<file path="config.mk">
export PLATFORM = sky130hd
export DESIGN_NAME = posted_write_ctrl
export DESIGN_NICKNAME = d
export VERILOG_FILES = /design/src/rtl/wpost_pkg.sv /design/src/rtl/wpost_datapath.sv /design/src/rtl/wpost_ctrl.sv /design/src/rtl/posted_write_ctrl.sv
export SDC_FILE = /design/constraint.sdc
export NUM_CORES = 1
export LEC_CHECK = 0
export CAP_MARGIN = 30
export CORE_UTILIZATION = 35
export CTS_CLUSTER_SIZE = 8
export DETAILED_ROUTE_END_ITERATION = 12
export PLACE_DENSITY = 0.77
export SETUP_SLACK_MARGIN = 0.02
export SYNTH_ARGS = -nofsm -noshare
export SYNTH_HDL_FRONTEND = slang
export SYNTH_SLANG_ARGS = --single-unit
</file>
<file path="constraint.sdc">
create_clock -name clk -period 2.03 [get_ports clk]
set_input_delay 0.406 -clock clk [delete_from_list [all_inputs] [get_ports clk]]
set_output_delay 0.406 -clock clk [all_outputs]
set_load 0.01 [all_outputs]
</file>
<file path="src/rtl/wpost_pkg.sv">
package wpost_pkg;
  typedef enum logic [1:0] {
    WP_IDLE,
    WP_HOLD,
    WP_POST
  } wpState_t;

  typedef struct packed {
    logic load;
    logic nextHalf;
  } wpStrobe_t;
endpackage

</file>
<file path="src/rtl/wpost_datapath.sv">
module wpost_datapath
  import wpost_pkg::*;
#(
  parameter int ADDR_W = 32,
  parameter int HALF_W = 32
) (
  input  logic                  clk,
  input  logic                  rstN,
  input  wpStrobe_t             strb,
  input  logic [ADDR_W-1:0]     cpuAddr,
  input  logic [2*HALF_W/8-1:0] cpuBe,
  input  logic [2*HALF_W-1:0]   cpuData,
  input  logic                  cpuIo,
  output logic                  reqDouble,
  output logic [ADDR_W-1:0]     pciAddr,
  output logic [HALF_W/8-1:0]   pciBe,
  output logic [HALF_W-1:0]     pciData,
  output logic                  pciIo
);
  localparam int HB  = HALF_W / 8;
  localparam int OFS = $clog2(HB);

  logic [ADDR_W-1:OFS+1] addrQ;
  logic [2*HB-1:0]       beQ;
  logic [2*HALF_W-1:0]   dataQ;
  logic                  ioQ;
  logic                  halfQ;

  logic loHas, hiHas;
  assign loHas     = |cpuBe[HB-1:0];
  assign hiHas     = |cpuBe[2*HB-1:HB];
  assign reqDouble = loHas && hiHas;

  always_ff @(posedge clk) begin
    if (!rstN) begin
      addrQ <= '0;
      beQ   <= '0;
      dataQ <= '0;
      ioQ   <= 1'b0;
      halfQ <= 1'b0;
    end else if (strb.load) begin
      addrQ <= cpuAddr[ADDR_W-1:OFS+1];
      beQ   <= cpuBe;
      dataQ <= cpuData;
      ioQ   <= cpuIo;
      halfQ <= !loHas;
    end else if (strb.nextHalf) begin
      halfQ <= 1'b1;
    end
  end

  assign pciAddr = {addrQ, halfQ, {OFS{1'b0}}};
  assign pciBe   = halfQ ? beQ[2*HB-1:HB] : beQ[HB-1:0];
  assign pciData = halfQ ? dataQ[2*HALF_W-1:HALF_W] : dataQ[HALF_W-1:0];
  assign pciIo   = ioQ;

  // stepping to the upper half always lands on the upper address
  assert_upper_addr_R5: assert property (@(posedge clk) disable iff (!rstN)
    strb.nextHalf |=> pciAddr[OFS]);
  // a fresh load keeps the upper address bits of the CPU request
  assert_load_addr_R2: assert property (@(posedge clk) disable iff (!rstN)
    strb.load |=> pciAddr[ADDR_W-1:OFS+1] == $past(cpuAddr[ADDR_W-1:OFS+1]));
endmodule

</file>
<file path="src/rtl/wpost_ctrl.sv">
module wpost_ctrl
  import wpost_pkg::*;
(
  input  logic      clk,
  input  logic      rstN,
  input  logic      cpuReq,
  input  logic      cpuIo,
  input  logic      reqDouble,
  input  logic      inboundHit,
  input  logic      pciDone,
  input  logic      pciRetry,
  output wpStrobe_t strb,
  output logic      pciReq,
  output logic      cpuAck,
  output logic      cpuRetry
);
  wpState_t state, nxt;
  logic     dblQ;
  logic     ackD, retD;

  always_comb begin
    strb = '0;
    nxt  = state;
    ackD = 1'b0;
    retD = 1'b0;
    unique case (state)
      WP_IDLE: if (cpuReq) begin
        if (reqDouble && inboundHit) begin
          retD = 1'b1;
        end else begin
          strb.load = 1'b1;
          if (!cpuIo && !reqDouble) begin
            ackD = 1'b1;
            nxt  = WP_POST;
          end else begin
            nxt = WP_HOLD;
          end
        end
      end
      WP_HOLD: if (pciRetry) begin
        retD = 1'b1;
        nxt  = WP_IDLE;
      end else if (pciDone) begin
        ackD = 1'b1;
        if (dblQ) begin
          strb.nextHalf = 1'b1;
          nxt           = WP_POST;
        end else begin
          nxt = WP_IDLE;
        end
      end
      WP_POST: if (pciDone) nxt = WP_IDLE;
      default: nxt = WP_IDLE;
    endcase
  end

  always_ff @(posedge clk) begin
    if (!rstN) begin
      state    <= WP_IDLE;
      dblQ     <= 1'b0;
      cpuAck   <= 1'b0;
      cpuRetry <= 1'b0;
    end else begin
      state    <= nxt;
      cpuAck   <= ackD;
      cpuRetry <= retD;
      if (strb.load) dblQ <= reqDouble;
    end
  end

  assign pciReq = (state != WP_IDLE);

  assert_ack_retry_excl_R10: assert property (@(posedge clk) disable iff (!rstN)
    !(cpuAck && cpuRetry));
  assert_ack_pulse_R10: assert property (@(posedge clk) disable iff (!rstN)
    cpuAck |=> !cpuAck);
  assert_retry_pulse_R10: assert property (@(posedge clk) disable iff (!rstN)
    cpuRetry |=> !cpuRetry);
  assert_hold_waits_R4: assert property (@(posedge clk) disable iff (!rstN)
    (state == WP_HOLD && !pciDone && !pciRetry) |=> !cpuAck && !cpuRetry);
  assert_post_silent_R3: assert property (@(posedge clk) disable iff (!rstN)
    (state == WP_POST && pciRetry) |=> pciReq && !cpuRetry && !cpuAck);
  assert_inbound_retry_R7: assert property (@(posedge clk) disable iff (!rstN)
    (state == WP_IDLE && cpuReq && reqDouble && inboundHit) |=> cpuRetry && !pciReq);
endmodule

</file>
<file path="src/rtl/posted_write_ctrl.sv">
module posted_write_ctrl
  import wpost_pkg::*;
#(
  parameter int ADDR_W = 32,
  parameter int HALF_W = 32
) (
  input  logic                  clk,
  input  logic                  rstN,
  input  logic                  cpuReq,
  input  logic [ADDR_W-1:0]     cpuAddr,
  input  logic [2*HALF_W/8-1:0] cpuBe,
  input  logic [2*HALF_W-1:0]   cpuData,
  input  logic                  cpuIo,
  input  logic                  inboundHit,
  output logic                  cpuAck,
  output logic                  cpuRetry,
  output logic                  pciReq,
  output logic [ADDR_W-1:0]     pciAddr,
  output logic [HALF_W/8-1:0]   pciBe,
  output logic [HALF_W-1:0]     pciData,
  output logic                  pciIo,
  input  logic                  pciDone,
  input  logic                  pciRetry
);
  wpStrobe_t strb;
  logic      reqDouble;

  wpost_ctrl u_ctrl (
    .clk(clk), .rstN(rstN), .cpuReq(cpuReq), .cpuIo(cpuIo),
    .reqDouble(reqDouble), .inboundHit(inboundHit),
    .pciDone(pciDone), .pciRetry(pciRetry), .strb(strb),
    .pciReq(pciReq), .cpuAck(cpuAck), .cpuRetry(cpuRetry)
  );

  wpost_datapath #(.ADDR_W(ADDR_W), .HALF_W(HALF_W)) u_dp (
    .clk(clk), .rstN(rstN), .strb(strb), .cpuAddr(cpuAddr),
    .cpuBe(cpuBe), .cpuData(cpuData), .cpuIo(cpuIo),
    .reqDouble(reqDouble), .pciAddr(pciAddr), .pciBe(pciBe),
    .pciData(pciData), .pciIo(pciIo)
  );

  // an unanswered transfer stays requested and unchanged
  assert_xfer_stable_R3: assert property (@(posedge clk) disable iff (!rstN)
    (pciReq && !pciDone && !pciRetry) |=>
      pciReq && $stable(pciAddr) && $stable(pciBe) && $stable(pciData));
  // a requested transfer always enables at least one byte
  assert_be_nonzero_R2: assert property (@(posedge clk) disable iff (!rstN)
    pciReq |-> (pciBe != '0));
endmodule

</file>
==> results of run 1 <==
[cell type report]
cell class | instances | share of cell area
Clock buffer | 12 | 0.03576
Clock inverter | 4 | 0.01053
Inverter | 3 | 0.001634
Multi-Input combinational cell | 376 | 0.2942
Sequential cell | 108 | 0.3146
Tap cell | 168 | 0.03050
Timing Repair Buffer | 213 | 0.3128
[kinds of logic (layout without fill, tap and decap cells)]
family,count (synthesis),in the layout
other,1,2
buffers and inverters,55,232
muxes,36,36
AOI/OAI and AO/OA,114,114
DFF,108,108
and+or+nand+nor,224,224
[tightest hold or removal path: stages]
cell	delay, ps
buf_6	140
nand2_1	70
o21ai_0	50
[routing by layer]
layer	up-vias	global-route usage
li1	2195	-
met4	0	0.06840
met5	-	0
met2	149	0.3116
met3	16	0.04902
met1	2009	0.2080
[power by group through the flow]
stage	sequential, mW	combinational (mW)	clock, mW
after floorplan	2.37	0.386	0
after global routing	2.34	0.974	2.01
final	2.32	0.901	1.87
after global placement	2.36	0.896	0
after detailed placement	2.37	0.918	0
after CTS	2.32	0.896	1.92
[final timing paths]
kind	from	end	cells past startpoint
hold reg to reg	u_dp.dataQ[18]	u_dp.dataQ[18]	2
hold / removal	rstN	u_dp.dataQ[31]	3
setup reg to reg	u_ctrl.state[1]	u_dp.addrQ[25]	6
setup / recovery	cpuBe[7]	u_dp.addrQ[25]	7
[synthesized netlist by cell type (all sizes together) (2+ instances only)]
cell type / count / area, µm²
mux2: 36 / 405.4
clkbuf: 35 / 136.4
buf: 17 / 137.6
nor3b: 2 / 15.01
or4: 2 / 15.01
nor2: 6 / 22.52
dfxtp: 108 / 2162
a21oi: 2 / 10.01
o21ai: 104 / 520.5
a211oi: 2 / 15.01
nor3: 2 / 10.01
nand3: 104 / 520.5
nand2: 104 / 390.4
inv: 3 / 11.26
a31oi: 2 / 27.53
[state kept, by name (all words and copies together), names as in the netlist]
name,flops
u_ctrl.state,2
u_dp.beQ,8
u_dp.dataQ,64
u_ctrl.cpuAck,1
u_ctrl.dblQ,1
u_dp.addrQ,29
u_dp.pciIo,1
u_ctrl.cpuRetry,1
u_dp.halfQ,1
[metrics by stage]
stage / setup WS (ps) / instance area (µm²) / TNS, ps / utilization
finish: 43.97 / 6893 / 0 / 0.5644
global route: -11.16 / 6893 / -19.11 / 0.5644
CTS: -103.5 / 6883 / -103.5 / 0.5636
detailed placement: -363.8 / 6556 / -29090 / 0.5369
global placement: -278.7 / 6556 / -25730 / 0.5369
floorplan: 129.7 / 4468 / 0 / -
[timing repair]
action	CTS	global route
resized for setup	53	12
buffers inserted	3	0
hold buffers	0	0
gates cloned	0	1
setup endpoints to repair	37	19
[layout by cell type (no fill, tap or decap), types with 2 or more instances in the layout]
| master | Yosys | final |
|---|---|---|
| a21oi_1 | 2 | 2 |
| o21ai_1 | 48 | 50 |
| buf_4 | 3 | 21 |
| buf_2 | 5 | 3 |
| nor3b_1 | 2 | 2 |
| dlygate4sd2_1 | 0 | 28 |
| inv_1 | 3 | 3 |
| a211oi_1 | 2 | 2 |
| buf_8 | 1 | 2 |
| clkbuf_1 | 31 | 2 |
| buf_6 | 6 | 2 |
| conb_1 | 1 | 2 |
| dfxtp_1 | 108 | 105 |
| clkbuf_16 | 0 | 10 |
| or4_4 | 0 | 2 |
| mux2_2 | 36 | 36 |
| clkdlybuf4s50_1 | 0 | 140 |
| nand3_1 | 104 | 104 |
| bufinv_16 | 0 | 2 |
| o21ai_0 | 56 | 54 |
| buf_12 | 0 | 11 |
| nor2_1 | 6 | 6 |
| dfxtp_2 | 0 | 2 |
| nand2_1 | 104 | 104 |
| clkbuf_2 | 4 | 3 |
| nor3_1 | 2 | 2 |
==> metrics.cfg, run 1 <==
[outcome]
status=completed

[die]
die_x_um=114.9
pin_count=183
start_util=0.3656
die_area_um2=13210
core_um2=12210
num_rows=40
die_h_um=114.9

[worst_setup_path]
crit_family=buffers and inverters
cp-end-kind=flop
ff2ff_setup_slack_ps=270
path_buf_inv=3
cpMaxStageDelayCell=or4_4
cp.required_ps=2290
arrival_ps=2250
crit_chain=clkdlybuf4s50_1 > or4_4 > a31oi_4 > buf_4 > buf_12 > nand3_1 > o21ai_1
critPathKind=input port to flop
cpPeakStageDelay_ps=570
critPathMaxFanout=18
start_kind=input port

[route]
met2_length_um=6045
vias_per_cell=4.942
drc=0
wirelength_um=12190
met1Wirelength_um=5160
vias=4369
routedWlPerCell_um=13.79
route.met3.wl_um=786
topRoutingLayerUsed=met4
antenna_left=0
dr.pass1.iters=5
drtIter0Drc=253

[pwr]
p_total_mw=5.090
power.internal_mw=3.877
max-vdd-ir-drop_mv=0.4809
seqPwrFrac=0.456
p_comb_frac=0.177
p_sw_frac=0.2384
leakage_nw=2.661
power.density_nw_per_um2=738.5
p_sw_mw=1.214
pwr-share-clk=0.367

[clock_network]
clkLatencyLatePin_ps=350
cts_tree=done
cts_buffer_depth=2
clk_pin_slew_ps=70
cts_inserted_buffers=9
cts_max_level=3
clock-sinks=108
clock-root-buffer=clkbuf_16

[synthesis]
synth_compound_area_frac=0.1359
synth_cell_type_count=31
yosys.area_share.simple=0.2242
synth-seq-cells=108
netlist_instances=538
yosysWarningCount=0
seq_area_frac_synth=0.4843
ys.flop_type=dfxtp_1
synthXorXnorAreaFrac=0
synth-edff-count=0
synth_top_family_by_area=simple AND/OR/NAND/NOR gates
synth_area_um2=4464
avgSynthCellArea_um2=8.298
async_reset_ff_frac=0
synthAdderAreaFrac=0
muxShareOfSynthArea=0.09081

[final_layout]
multiInputGateArea_um2=2028
final_cell_count_no_fill=884
fin_nets=822
syn2layout_area_growth_pct=54.40
seq_area_um2=2168
antenna_cells=0
drive_gt1_frac=0.1411
fillers=1125

[global_routing]
first_global_vias=3978
track_usage=0.1786
antenna_found_initial=0
grt_pass1_wl_um=18730
overflow=0
grt_max_degree=89

[run]
cap_violations=0

[sta]
period_minus_slack_ps=1986
rsz0062_at_grt=yes
setup_viol=0
holdWs_ps=387.1
post-route-period-util=0.9783
hold_viol_final=0
slew_violations=0
fmax_ghz=0.5035
fin_worst_skew_ps=8.249

[placement]
dpl.cell_count=864
io_buffer_count=177
gp_congestion=0.8248
hpwl_um=8530

[hold_path]
hp-class=input port to flop

No activity file was read; power rests on OpenSTA's default activity.
==> inputs of run 2 (changes only) <==
--- a/config.mk
+++ b/config.mk
@@ -5,11 +5,13 @@
 export SDC_FILE = /design/constraint.sdc
 export NUM_CORES = 1
 export LEC_CHECK = 0
+export ABC_AREA = 0
 export CAP_MARGIN = 30
 export CORE_UTILIZATION = 35
 export CTS_CLUSTER_SIZE = 8
 export DETAILED_ROUTE_END_ITERATION = 12
 export PLACE_DENSITY = 0.77
+export REMOVE_ABC_BUFFERS = 1
 export SETUP_SLACK_MARGIN = 0.02
 export SYNTH_ARGS = -nofsm -noshare
 export SYNTH_HDL_FRONTEND = slang
==> run 2 against run 1 <==
  * Setup slack gained 23 ps
  * Maximum frequency is 1.2% higher
  * Hold slack worse by 48 ps
  * Final area up 3.0%
  * Routed wire length grew 3.3%
  * Die area unchanged
  * Register-to-register slack improved by 70 ps
  * Clock skew grew 0.65 ps
  * Combinational power grew 6.1%
  * Critical path depth is 4 lower
  * Count of clock-buffer cells in the layout unchanged
  * First-iteration DRC count shrank 6.3%
  * Critical path type is now flop to output pin
  * Largest cell class is now buffers
  * Largest power group unchanged
==> metrics.cfg, run 2 (synthesis results as in run 1) <==
[route]
wirelength_um=12590  ; +3.3%
dr.pass1.iters=4  ; -1
vias=4481  ; +2.6%
vias_per_cell=4.951  ; +0.18%
antenna_left=0  ; unchanged
routedWlPerCell_um=13.91  ; +0.89%
drc=0  ; unchanged
drtIter0Drc=237  ; -6.3%

[die]
die_x_um=114.9  ; unchanged
die_area_um2=13210  ; unchanged
core_um2=12210  ; unchanged
start_util=0.3656  ; unchanged
pin_count=183  ; unchanged
die_h_um=114.9  ; unchanged
num_rows=40  ; unchanged

[final_layout]
regMostFlops=u_dp.dataQ
final_common_cell=clkdlybuf4s50_1
antenna_cells=0  ; unchanged
syn2layout_area_growth_pct=59.11
top_regs=u_dp.dataQ: 64 flops, u_dp.addrQ: 29 flops, u_dp.beQ: 8 flops
fin_nets=843  ; +2.6%
fin_area_um2=7103  ; +3.0%
fillers=1133  ; +0.71%
final_cell_mix=clkdlybuf4s50_1, dfxtp_1, nand2_1, nand3_1, o21ai_0
drive_gt1_frac=0.1682  ; +0.02719
largest_reg_flops=64  ; unchanged

[worst_setup_path]
r2r_start=u_ctrl.state[1]
path_buf_inv=2  ; -1
reg2reg_depth=7  ; +1
critPathMaxFanout=16  ; -2
critPathKind=flop to output pin
worstSetupPathDepth=3  ; -4
cp.required_ps=1620  ; -670 ps
crit_family=buffers and inverters
arrival_ps=1560  ; -690 ps
critPathLaunch=u_dp.halfQ
crit_chain=buf_12 > mux2_2 > dlygate4sd2_1
cpMaxStageDelayCell=dfxtp_4
cp-end-kind=output pin
start_kind=flop
cpPeakStageDelay_ps=400  ; -170 ps

[sta]
fmax_ghz=0.5095  ; +1.2%
maxSlewHeadroom=0.6284
rsz0062_at_grt=no
tightest_slew_ps=556.2
fin_worst_skew_ps=8.897  ; +0.6480 ps
setup_viol=0  ; unchanged
period_minus_slack_ps=1963  ; -23.15 ps
fin_ws_ps=67.12  ; +23.15 ps
post-route-period-util=0.9669  ; -0.01140
hold_viol_final=0  ; unchanged
slew_violations=0  ; unchanged
holdWs_ps=339.3  ; -47.86 ps

[global_routing]
track_usage=0.1890  ; +0.01042
overflow=0  ; unchanged
grt_max_degree=59  ; -34%
grt_pass1_wl_um=19670  ; +5.0%
antenna_found_initial=0  ; unchanged
first_global_vias=4413  ; +11%

[placement]
dp_slack_ps=-334.2  ; +29.60 ps
gp_congestion=0.7420  ; -10%
hpwl_um=8712  ; +2.1%
place_area_um2=6621  ; +0.99%
io_buffer_count=177  ; unchanged

[pwr]
pwr-share-clk=0.372  ; +0.005
leakage_nw=2.843  ; +6.8%
p_total_mw=5.225  ; +2.6%
p_sw_mw=1.243  ; +2.4%
p_sw_frac=0.2379  ; -0.0005252
power.density_nw_per_um2=735.6  ; -0.39%
max-vdd-ir-drop_mv=0.6221  ; +29%
p_comb_frac=0.183  ; +0.006
power.internal_mw=3.982  ; +2.7%
seqPwrFrac=0.445  ; -0.011

[clock_network]
cts_hold_buf=0  ; unchanged
cts_inserted_buffers=9  ; unchanged
cts_tree=done
clock-sinks=108  ; unchanged
cts_max_level=3  ; unchanged
clkLatencyLatePin_ps=350  ; about the same
clock-root-buffer=clkbuf_16
cts_buffer_depth=2  ; unchanged
clk_pin_slew_ps=70  ; about the same

[hold_path]
min_from=cpuBe[5]
hp-class=input port to flop
min_path_cells=3  ; unchanged

[outcome]
status=completed

[run]
cap_violations=0  ; unchanged

run 2: final cells by class:
| class | instances | area (µm²) | share of cell area |
|---|---|---|---|
| Sequential cell | 108 | 2168 | 0.3053 |
| Inverter | 3 | 11.26 | 0.001585 |
| Multi-Input combinational cell | 376 | 2031 | 0.2859 |
| Clock buffer | 12 | 266.5 | 0.03752 |
| Tap cell | 168 | 210.2 | 0.02959 |
| Clock inverter | 4 | 70.07 | 0.009864 |
| Timing Repair Buffer | 234 | 2346 | 0.3303 |
run 2: path summary, 6_finish.rpt:
path	to	slack, ps
worst max-delay path	pciData[27]	70
worst min-delay path	u_dp.beQ[5]	340
worst max register to register	u_dp.dataQ[21]	340
worst min register to register	u_dp.dataQ[26]	450
run 2: routing by layer:
metal / GRT usage / vias up / routed length (µm)
met5: 0 / - / 0
met4: 0.08658 / 0 / 278
met3: 0.06220 / 23 / 872
met2: 0.3426 / 157 / 6361
met1: 0.1980 / 2068 / 5080
li1: - / 2233 / -
run 2: worst reg2reg max path, stage by stage (launching register included):
cell	delay, ps
dfxtp_2	350
or3b_4	410
a31oi_4	250
buf_6	160
clkbuf_16	150
buf_4	140
nand3_1	80
o21ai_1	90
run 2: power groups by stage:
| stage | Sequential (mW) | Combinational (mW) | Clock, mW |
|---|---|---|---|
| finish | 2.32 | 0.956 | 1.95 |
| global route | 2.34 | 1.04 | 2.07 |
| CTS | 2.32 | 0.915 | 2.00 |
| detailed placement | 2.37 | 0.940 | 0 |
| global placement | 2.36 | 0.914 | 0 |
| floorplan | 2.38 | 0.283 | 0 |
run 2: metrics by stage:
stage	utilization	TNS (ps)	std cells
2_1_floorplan	-	-196330	487
3_3_place_gp	0.5422	-27800	876
3_5_place_dp	0.5422	-30600	876
4_1_cts	0.5701	0	899
5_1_grt	0.5817	0	905
6_report	0.5817	0	905
run 2: what timing repair did:
action                                  in CTS  in global routing
buffers inserted                             6                  4
resized for setup                           59                 25
pin swaps                                    0                  3
endpoints found under the setup margin      36                102
gates cloned                                 1                  2
==> inputs of run 3 (changes only) <==
==> constraint.sdc (replaced) <==
create_clock -name clk -period 2.03 [get_ports clk]
set_input_delay 0.203 -clock clk [delete_from_list [all_inputs] [get_ports clk]]
set_output_delay 0.203 -clock clk [all_outputs]
set_load 0.01 [all_outputs]
==> run 3 against run 2 <==
  * Power shrank 5.8%
  * Global-route usage shrank 1.4 points
  * Maximum frequency shrank 0.22%
  * Routed wire length shrank 7.8%
  * First-iteration DRC count shrank 39%
  * Critical endpoint is now pciBe[3]
==> metrics.cfg, run 3 (synthesis results as in run 1) <==
[pwr]
p_sw_mw=1.202  ; -3.3%
p_comb_frac=0.188  ; +0.005
power.internal_mw=3.718  ; -6.6%
power.density_nw_per_um2=711.4  ; -3.3%
max-vdd-ir-drop_mv=0.5792  ; -6.9%
leakage_nw=2.588  ; -9.0%
seqPwrFrac=0.472  ; +0.027
pwr-share-clk=0.340  ; -0.032
p_sw_frac=0.2443  ; +0.006409

[clock_network]
cts_tree=done
cts_max_level=3  ; unchanged
clkLatencyLatePin_ps=350  ; about the same
clock-root-buffer=clkbuf_16
cts_inserted_buffers=9  ; unchanged
clock-sinks=108  ; unchanged
cts_buffer_depth=2  ; unchanged
cts_hold_buf=0  ; unchanged
clk_pin_slew_ps=70  ; about the same

[route]
antenna_left=0  ; unchanged
drtIter0Drc=144  ; -39%
routedWlPerCell_um=13.12  ; -5.7%
vias=4287  ; -4.3%
wirelength_um=11610  ; -7.8%
drc=0  ; unchanged
vias_per_cell=4.844  ; -2.2%
dr.pass1.iters=4  ; unchanged

[run]
cap_violations=0  ; unchanged

[sta]
post-route-period-util=0.9690  ; +0.002110
setup_tns_ps=0  ; unchanged
fmax_ghz=0.5083  ; -0.22%
hold_viol_final=0  ; unchanged
maxSlewHeadroom=0.5948  ; -0.03363
rsz0062_at_grt=no
tightest_slew_ps=606.5  ; +50.33 ps
slew_violations=0  ; unchanged
fin_worst_skew_ps=3.579  ; -5.318 ps
setup_viol=0  ; unchanged
period_minus_slack_ps=1967  ; +4.282 ps

[final_layout]
final_common_cell=clkdlybuf4s50_1
antenna_cells=0  ; unchanged
fin_nets=823  ; -2.4%
fillers=1104  ; -2.6%
regMostFlops=u_dp.dataQ
final_cell_mix=clkdlybuf4s50_1, dfxtp_1, nand2_1, nand3_1, o21ai_0
top_regs=u_dp.dataQ: 64 flops, u_dp.addrQ: 29 flops, u_dp.beQ: 8 flops
utilization=0.5663  ; -0.01537
drive_gt1_frac=0.1297  ; -0.03854
syn2layout_area_growth_pct=54.90
final_cell_count_no_fill=885  ; -2.2%
largest_reg_flops=64  ; unchanged
fin_area_um2=6915  ; -2.6%

[hold_path]
min_path_cells=3  ; unchanged
min_to=u_dp.dataQ[21]
min_from=rstN
hp-class=input port to flop

[worst_setup_path]
timing.rr.end=u_dp.addrQ[11]
cpMaxStageDelayCell=clkdlybuf4s50_1
ff2ff_setup_slack_ps=270  ; -70 ps
path_buf_inv=2  ; unchanged
crit_chain=clkbuf_16 > mux2_2 > clkdlybuf4s50_1
critPathMaxFanout=11  ; -5
critPathKind=flop to output pin
r2r_start=u_ctrl.state[1]
reg2reg_depth=6  ; -1
crit_family=buffers and inverters
arrival_ps=1760  ; +200 ps
cp.required_ps=1830  ; +210 ps
cpPeakStageDelay_ps=480  ; +80 ps
start_kind=flop
cp-end-kind=output pin

[die]
pin_count=183  ; unchanged
core_um2=12210  ; unchanged
die_x_um=114.9  ; unchanged
num_rows=40  ; unchanged
die_area_um2=13210  ; unchanged
die_h_um=114.9  ; unchanged
start_util=0.3656  ; unchanged

[global_routing]
track_usage=0.1749  ; -0.01408
grt_pass1_wl_um=18410  ; -6.4%
overflow=0  ; unchanged
grt_max_degree=101  ; +71%
antenna_found_initial=0  ; unchanged
first_global_vias=4206  ; -4.7%

[outcome]
status=completed

[placement]
gp_congestion=0.7541  ; +1.6%
hpwl_um=8241  ; -5.4%
dpl.cell_count=866  ; -1.1%
io_buffer_count=177  ; unchanged
place_area_um2=6559  ; -0.94%

## run 3: cell types whose count changed in the layout (fill, tap and decap cells not counted), moves of 3 or more
cell	previous run	this run
buf_2	7	0
buf_4	42	25
clkdlybuf4s15_1	7	0
clkdlybuf4s50_1	132	171
dlygate4sd2_1	22	0
dlymetal6s2s_1	8	5
## run 3: how the worst max path moves through the flow
stage / slack, ps / endpoint / cells after the start / from
floorplan: -1760 / u_dp.addrQ[10] / 3 / cpuBe[0]
global placement: -120 / u_dp.addrQ[20] / 7 / cpuBe[7]
detailed placement: -160 / u_dp.addrQ[4] / 7 / cpuBe[4]
CTS: 40 / pciData[31] / 3 / u_dp.halfQ
global route: 10 / pciBe[3] / 3 / u_dp.halfQ
finish: 60 / pciBe[3] / 3 / u_dp.halfQ
## run 3: worst reg2reg max path: cells and delay by family (launching register included)
| family | cells | cell delay (ps) |
|---|---|---|
| flops | 1 | 360 |
| simple gates | 2 | 610 |
| compound gates | 2 | 330 |
| buf+inv | 2 | 380 |
## run 3: per-layer routing
layer / up-vias / routed length [µm] / GRT usage
met2: 129 / 5808 / 0.3116
met5: - / 0 / 0
met3: 12 / 947 / 0.08013
li1: 2196 / - / -
met4: 0 / 104 / 0.04329
met1: 1950 / 4748 / 0.1876
## run 3: cell type report
type                       instances  area (µm²)  share of cell area
timing repair buffer             214        2218              0.3208
inverter                           3       11.26            0.001628
multi-input combinational        376        2021              0.2922
clock inverter                     4       22.52            0.003257
sequential                       108        2166              0.3132
clock buffer                      12       266.5             0.03854
tap                              168       210.2             0.03040
## run 3: timing repair
item	CTS	global route
gates resized for setup	2	7
buffers inserted	0	2
setup endpoints to repair	16	24
gates cloned	0	1
## run 3: power groups by stage
stage	combinational (mW)	sequential, mW	clock [mW]
final	0.925	2.32	1.67
after global routing	1.01	2.34	1.80
after CTS	0.930	2.32	1.74
after detailed placement	0.924	2.37	0
after global placement	0.899	2.36	0
after floorplan	0.283	2.38	0
## run 3: stage by stage
step / setup slack [ps] / total power [mW] / hold slack, ps
finish: 62.84 / 4.920 / 169.0
global route: 11.04 / 5.145 / 173.4
CTS: 36.02 / 4.992 / 159.8
detailed placement: -163.9 / 3.292 / 438.7
global placement: -116.9 / 3.257 / 432.8
floorplan: -1759 / 2.660 / 333.3
